--- src/rtl/pwr_seq_pkg.sv ---
package pwr_seq_pkg;

  typedef enum logic [2:0] {
    PS_WORK  = 3'd0,
    PS_HALT  = 3'd1,
    PS_PEND  = 3'd2,
    PS_STOPG = 3'd3,
    PS_PROBE = 3'd4
  } seq_st_t;

  localparam int CODE_W = 2;
  localparam logic [CODE_W-1:0] CODE_WORK  = 2'b00;
  localparam logic [CODE_W-1:0] CODE_HALT  = 2'b01;
  localparam logic [CODE_W-1:0] CODE_STOPG = 2'b10;
  localparam logic [CODE_W-1:0] CODE_PROBE = 2'b11;

  // Externally visible code; the pending phase reports its origin.
  function automatic logic [CODE_W-1:0] report_code(seq_st_t st, logic from_halt);
    case (st)
      PS_WORK:  return CODE_WORK;
      PS_HALT:  return CODE_HALT;
      PS_PEND:  return from_halt ? CODE_HALT : CODE_WORK;
      PS_STOPG: return CODE_STOPG;
      PS_PROBE: return CODE_PROBE;
      default:  return CODE_WORK;
    endcase
  endfunction

  function automatic logic need_connect(seq_st_t st, logic bus_up);
    return (st == PS_PEND) && !bus_up;
  endfunction

  function automatic logic probe_can_return(logic probe_req, logic bus_up);
    return !probe_req && !bus_up;
  endfunction

endpackage

--- src/rtl/pwr_seq_fsm.sv ---
module pwr_seq_fsm
  import pwr_seq_pkg::*;
(
  input  logic    clk,
  input  logic    reset_i,
  input  logic    halt_i,
  input  logic    stpclk_i,
  input  logic    wake_any_i,
  input  logic    probe_req_i,
  input  logic    bus_conn_i,
  input  logic    origin_halt_i,
  output seq_st_t st_o,
  output logic    sg_enter_o,
  output logic    capture_o,
  output logic    capture_val_o
);

  seq_st_t st_q, st_d;

  always_comb begin
    st_d = st_q;
    case (st_q)
      PS_WORK: begin
        if (stpclk_i)    st_d = PS_PEND;
        else if (halt_i) st_d = PS_HALT;
      end
      PS_HALT: begin
        if (stpclk_i)         st_d = PS_PEND;
        else if (wake_any_i)  st_d = PS_WORK;
        else if (probe_req_i) st_d = PS_PROBE;
      end
      PS_PEND: begin
        if (!stpclk_i)       st_d = origin_halt_i ? PS_HALT : PS_WORK;
        else if (bus_conn_i) st_d = PS_STOPG;
      end
      PS_STOPG: begin
        if (!stpclk_i)        st_d = PS_HALT;
        else if (probe_req_i) st_d = PS_PROBE;
      end
      PS_PROBE: begin
        if (probe_can_return(probe_req_i, bus_conn_i))
          st_d = origin_halt_i ? PS_HALT : PS_STOPG;
      end
      default: st_d = PS_WORK;
    endcase
  end

  always_ff @(posedge clk) begin
    if (reset_i) st_q <= PS_WORK;
    else         st_q <= st_d;
  end

  assign st_o          = st_q;
  assign sg_enter_o    = !reset_i && (st_q == PS_PEND) && (st_d == PS_STOPG);
  assign capture_o     = !reset_i && (st_d != st_q) &&
                         ((st_d == PS_PEND) || (st_d == PS_PROBE));
  assign capture_val_o = (st_q == PS_HALT);

  // probe service is held while the request or the bus connection persists
  p_probe_hold_r9: assert property (@(posedge clk) disable iff (reset_i)
    (st_q == PS_PROBE && (probe_req_i || bus_conn_i)) |=> (st_q == PS_PROBE));

  // a wake event in Halt without stop-clock returns to Working
  p_wake_r3: assert property (@(posedge clk) disable iff (reset_i)
    (st_q == PS_HALT && !stpclk_i && wake_any_i) |=> (st_q == PS_WORK));

  // dropping stop-clock while pending never reaches Stop Grant
  p_cancel_r6: assert property (@(posedge clk) disable iff (reset_i)
    (st_q == PS_PEND && !stpclk_i) |=> (st_q != PS_STOPG));

endmodule

--- src/rtl/pwr_seq_origin.sv ---
module pwr_seq_origin (
  input  logic clk,
  input  logic reset_i,
  input  logic capture_i,
  input  logic capture_val_i,
  output logic origin_halt_o
);

  logic origin_q;

  // One bit serves both the pending phase and probe: they never overlap.
  always_ff @(posedge clk) begin
    if (reset_i)        origin_q <= 1'b0;
    else if (capture_i) origin_q <= capture_val_i;
  end

  assign origin_halt_o = origin_q;

endmodule

--- src/rtl/pwr_seq_out.sv ---
module pwr_seq_out
  import pwr_seq_pkg::*;
(
  input  logic              clk,
  input  logic              reset_i,
  input  seq_st_t           st_i,
  input  logic              origin_halt_i,
  input  logic              bus_conn_i,
  input  logic              sg_enter_i,
  output logic [CODE_W-1:0] state_o,
  output logic              conn_req_o,
  output logic              sg_cycle_o
);

  logic sg_q;

  always_ff @(posedge clk) begin
    if (reset_i) sg_q <= 1'b0;
    else         sg_q <= sg_enter_i;
  end

  assign state_o    = report_code(st_i, origin_halt_i);
  assign conn_req_o = need_connect(st_i, bus_conn_i);
  assign sg_cycle_o = sg_q;

  // the special-cycle strobe lasts one clock
  p_strobe_single_r5: assert property (@(posedge clk) disable iff (reset_i)
    sg_q |=> !sg_q);

  // the strobe is only seen together with Stop Grant
  p_strobe_state_r10: assert property (@(posedge clk) disable iff (reset_i)
    sg_q |-> (state_o == CODE_STOPG));

  // no connect request on an already connected bus
  p_conn_disc_r4: assert property (@(posedge clk) disable iff (reset_i)
    conn_req_o |-> !bus_conn_i);

endmodule

--- src/rtl/pwr_state_seq.sv ---
module pwr_state_seq
  import pwr_seq_pkg::*;
#(
  parameter int WAKE_N = 4
) (
  input  logic              clk,
  input  logic              reset_i,
  input  logic              halt_i,
  input  logic              stpclk_i,
  input  logic [WAKE_N-1:0] wake_i,
  input  logic              probe_req_i,
  input  logic              bus_conn_i,
  output logic [1:0]        state_o,
  output logic              conn_req_o,
  output logic              sg_cycle_o
);

  localparam int CHAIN_W = WAKE_N + 1;

  logic [CHAIN_W-1:0] wake_chain;
  assign wake_chain[0] = 1'b0;
  for (genvar gi = 0; gi < WAKE_N; gi++) begin : g_wake
    assign wake_chain[gi+1] = wake_chain[gi] | wake_i[gi];
  end

  logic    wake_any;
  seq_st_t st;
  logic    sg_enter, capture, capture_val, origin_halt;

  assign wake_any = wake_chain[WAKE_N];

  pwr_seq_fsm u_fsm (
    .clk           (clk),
    .reset_i       (reset_i),
    .halt_i        (halt_i),
    .stpclk_i      (stpclk_i),
    .wake_any_i    (wake_any),
    .probe_req_i   (probe_req_i),
    .bus_conn_i    (bus_conn_i),
    .origin_halt_i (origin_halt),
    .st_o          (st),
    .sg_enter_o    (sg_enter),
    .capture_o     (capture),
    .capture_val_o (capture_val)
  );

  pwr_seq_origin u_origin (
    .clk           (clk),
    .reset_i       (reset_i),
    .capture_i     (capture),
    .capture_val_i (capture_val),
    .origin_halt_o (origin_halt)
  );

  pwr_seq_out u_out (
    .clk           (clk),
    .reset_i       (reset_i),
    .st_i          (st),
    .origin_halt_i (origin_halt),
    .bus_conn_i    (bus_conn_i),
    .sg_enter_i    (sg_enter),
    .state_o       (state_o),
    .conn_req_o    (conn_req_o),
    .sg_cycle_o    (sg_cycle_o)
  );

  // reset wins over every other input
  p_reset_r1: assert property (@(posedge clk) disable iff (reset_i)
    $fell(reset_i) |-> (state_o == 2'b00 && !sg_cycle_o));

endmodule

--- config.mk ---
export PLATFORM = sky130hd
export DESIGN_NAME = pwr_state_seq
export DESIGN_NICKNAME = d
export VERILOG_FILES = /design/src/rtl/pwr_seq_pkg.sv /design/src/rtl/pwr_seq_fsm.sv /design/src/rtl/pwr_seq_origin.sv /design/src/rtl/pwr_seq_out.sv /design/src/rtl/pwr_state_seq.sv
export SDC_FILE = /design/constraint.sdc
export NUM_CORES = 1
export LEC_CHECK = 0
export BUFFER_PORTS_ARGS = -buffer_cell sky130_fd_sc_hd__buf_2
export CORE_AREA = 3 3 40 42
export DETAILED_ROUTE_END_ITERATION = 7
export DIE_AREA = 0 0 43 45
export GPL_ROUTABILITY_DRIVEN = 0
export GPL_TIMING_DRIVEN = 0
export PLACE_DENSITY = 0.49
export SKIP_CTS_REPAIR_TIMING = 1
export SLEW_MARGIN = 10
export SYNTH_ARGS = -nofsm -noshare
export SYNTH_HDL_FRONTEND = slang
export SYNTH_SLANG_ARGS = --single-unit
--- constraint.sdc ---
create_clock -name clk -period 1.72 [get_ports clk]
set_input_delay 0.172 -clock clk [delete_from_list [all_inputs] [get_ports clk]]
set_output_delay 0.172 -clock clk [all_outputs]
set_load 0.01 [all_outputs]
==> metrics.csv <==
stage,metric,value,unit
timing,RSZ-0062 raised after global routing,false,
yosys,Yosys reg bits,5,
power,switching power,86.24,uW
power,overall power,324.6,uW
setup_path,crit path from,u_fsm.st_o[1],
drt,DR vias,392,
yosys,Gate Count Post-Synth,47,
setup_path,critical path class,register to register,
cts,TritonCTS clock tree,built,
timing,Worst-Margin Slew,0.3952,ns
yosys,"Top FF cell, synth",dfxtp_1,
drt,vias per cell,4.962,
setup_path,CP endpoint,u_origin.origin_halt_o,
setup_path,"Req. time, crit path",1.86,ns
global_routing,GRT overflow,0,
drt,DRC,0,
final_layout,Area Overhead vs Synth,29.24,%
floorplanning,floorplan row count,13,
cts,Root Driver,clkbuf_4,
timing,fin crit share,88.04,%
yosys,Synth Net Count,57,
floorplanning,Initial Utilization,29.31,%
setup_path,Crit path arrival time,1.66,ns
setup_path,Reg2Reg Depth,6,
floorplanning,Core Region,1285,sq um
power,combinational cell fraction of total power,21.3,%
setup_path,crit-path max FO,9,
yosys,Netlist Area Pre-Place,376.6,sq um
cts,CTS buffer count,3,
timing,"Hold Vio Cnt, Final",0,
power,Clk pwr share,41.1,%
global_routing,gr usage total,10.32,%
drt,drt pass-1 iters,6,
setup_path,CP endpoint kind,register,
timing,Slew headroom,73.41,%
final_layout,final net count,75,
drt,WL final,852,microns
final_layout,most frequent cells in the layout,"buf_2 (13), dfxtp_1 (5), a21oi_1 (4), nor2_1 (4)",
yosys,Yosys cell types,31,
setup_path,startpoint types,register,
drt,Wirelength per Cell,10.78,microns
yosys,"EDFF count, synth",0,
timing,setup TNS,0,ns
cts,Clock Tree Buf Depth,2,
setup_path,r2r setup slk,0.21,ns
cts,htree depth,1,
outcome,status,"complete, no violations",
yosys,YS warnings,0,
timing,Slew Limit Fails,0,
timing,Max Freq,0.6604,GHz
cts,"Reg clk slew, reported paths",0.04,ns
global_routing,vias in the first global route,339,
setup_path,reg-to-reg startpoint,u_fsm.st_o[1],
power,pwr/cell area,667.0,nW/um^2
timing,Fin Clk Skew,0.003449,ns
drt,"antenna viol nets, final",0,
job,max_cap viols,0,
global_routing,initial antenna violation count,0,
timing,fin crit period,1.514,ns
power,Max VDD drop,0.3586,mV
global_routing,largest net degree at the start of global routing,11,
floorplanning,die span in x,43,microns
floorplanning,DIE AREA,1935,sq um
power,switching part of the total,26.57,%
global_routing,first-pass GRT wire length,1462,microns
setup_path,worst reg2reg path endpoint,u_origin.origin_halt_o,
cts,CTS Sinks,5,
power,sequential share of power,37.6,%
yosys,Mean Syn Cell Area,8.013,sq um
final_layout,Inserted Diodes,0,
placement,input/output buffers,13,
floorplanning,die span in y,45,microns
placement,DP Area,460.4,sq um
floorplanning,Ports,14,
final_layout,share of cells above drive strength 1,40.63,%
final_layout,Finished Cell Area,486.7,sq um
power,P_leak,0.2003,nW
timing,Final setup violation count,0,
yosys,register area share after synthesis,26.58,%
yosys,asr flop ratio synth,0,%
cts,clk_lat worst skew,0.24,ns
power,Int Power,238.4,uW
placement,detailed placement HPWL,687.4,microns
min_path,Hold Crit Class,input pin to register,
final_layout,"most common cell after layout, fill and taps aside",buf_2,
drt,initial drt markers,8,
## cells in the mapped netlist, types with 2 or more instances
cell type / n / area share [%]
dfxtp_1: 5 / 27
nand2_1: 3 / 3.0
nor2_1: 4 / 4.0
nand3_1: 2 / 2.7
a21oi_1: 4 / 5.3
o21ai_0: 3 / 4.0
and2_1: 2 / 3.3
## kinds of logic (layout without fill, tap and decap cells)
kind of cell	Yosys count	after routing	synth area share, %
and+or+nand+nor	22	22	34.22
AOI/OAI and AO/OA	14	14	28.57
DFF	5	5	26.58
buffers and inverters	5	22	7.971
muxes	1	1	2.658
## registers in the layout, summed over array words and instances (netlist names)
signal and cells:
u_fsm.st_o 3, u_origin.origin_halt_o 1, u_out.sg_cycle_o 1
## routing by layer
layer  vias up  wire [microns]  track usage [%]
met5         -               0                0
met3         0              88            6.773
li1        210               -                -
met4         0               0            1.807
met2        17             370            15.27
met1       165             392            12.77
## stage by stage
stage / util (%) / setup slack (ns) / hold WS [ns] / instances
6_report: 37.88 / 0.2057 / 0.1714 / 79
5_1_grt: 37.88 / 0.06645 / 0.1814 / 79
3_3_place_gp: 35.83 / 0.2035 / 0.4173 / 75
4_1_cts: 37.88 / 0.1902 / 0.1607 / 79
2_1_floorplan: - / 0.2988 / 0.2383 / 47
3_5_place_dp: 35.83 / 0.2079 / 0.4172 / 75
## final cells by class
cell class | instances | area (sq um)
inverter | 3 | 11.26
buffer | 2 | 18.77
multi-input combinational | 37 | 246.5
clock buffer | 4 | 26.28
tap | 15 | 18.77
fill | 145 | 798.3
timing repair buffer | 13 | 65.06
sequential | 5 | 100.1
## worst min path at each step
| stage | endpoint | slack [ns] | cells past startpoint | from |
|---|---|---|---|---|
| 2_1_floorplan | u_fsm.st_o[1] | 0.24 | 1 | reset_i |
| 5_1_grt | u_fsm.st_o[1] | 0.18 | 2 | reset_i |
| 6_report | u_fsm.st_o[1] | 0.17 | 2 | reset_i |
| 3_3_place_gp | u_fsm.st_o[1] | 0.42 | 2 | reset_i |
| 3_5_place_dp | u_fsm.st_o[1] | 0.42 | 2 | reset_i |
| 4_1_cts | u_fsm.st_o[1] | 0.16 | 2 | reset_i |
## critical path: stages (launching register included)
cell	delay, ns
dfxtp_1	0.32
buf_6	0.14
or3b_1	0.38
nor2_2	0.15
a221oi_2	0.07
a211o_2	0.31
o41ai_2	0.05
## power by group through the flow
stage | Sequential, mW | Clock, mW | Combinational, mW
global placement | 0.124 | 0 | 0.0695
finish | 0.122 | 0.134 | 0.0691
global route | 0.122 | 0.146 | 0.0781
CTS | 0.122 | 0.139 | 0.0699
floorplan | 0.124 | 0 | 0.0435
detailed placement | 0.124 | 0 | 0.0697
Note: power is estimated with default switching activity, not from simulation.
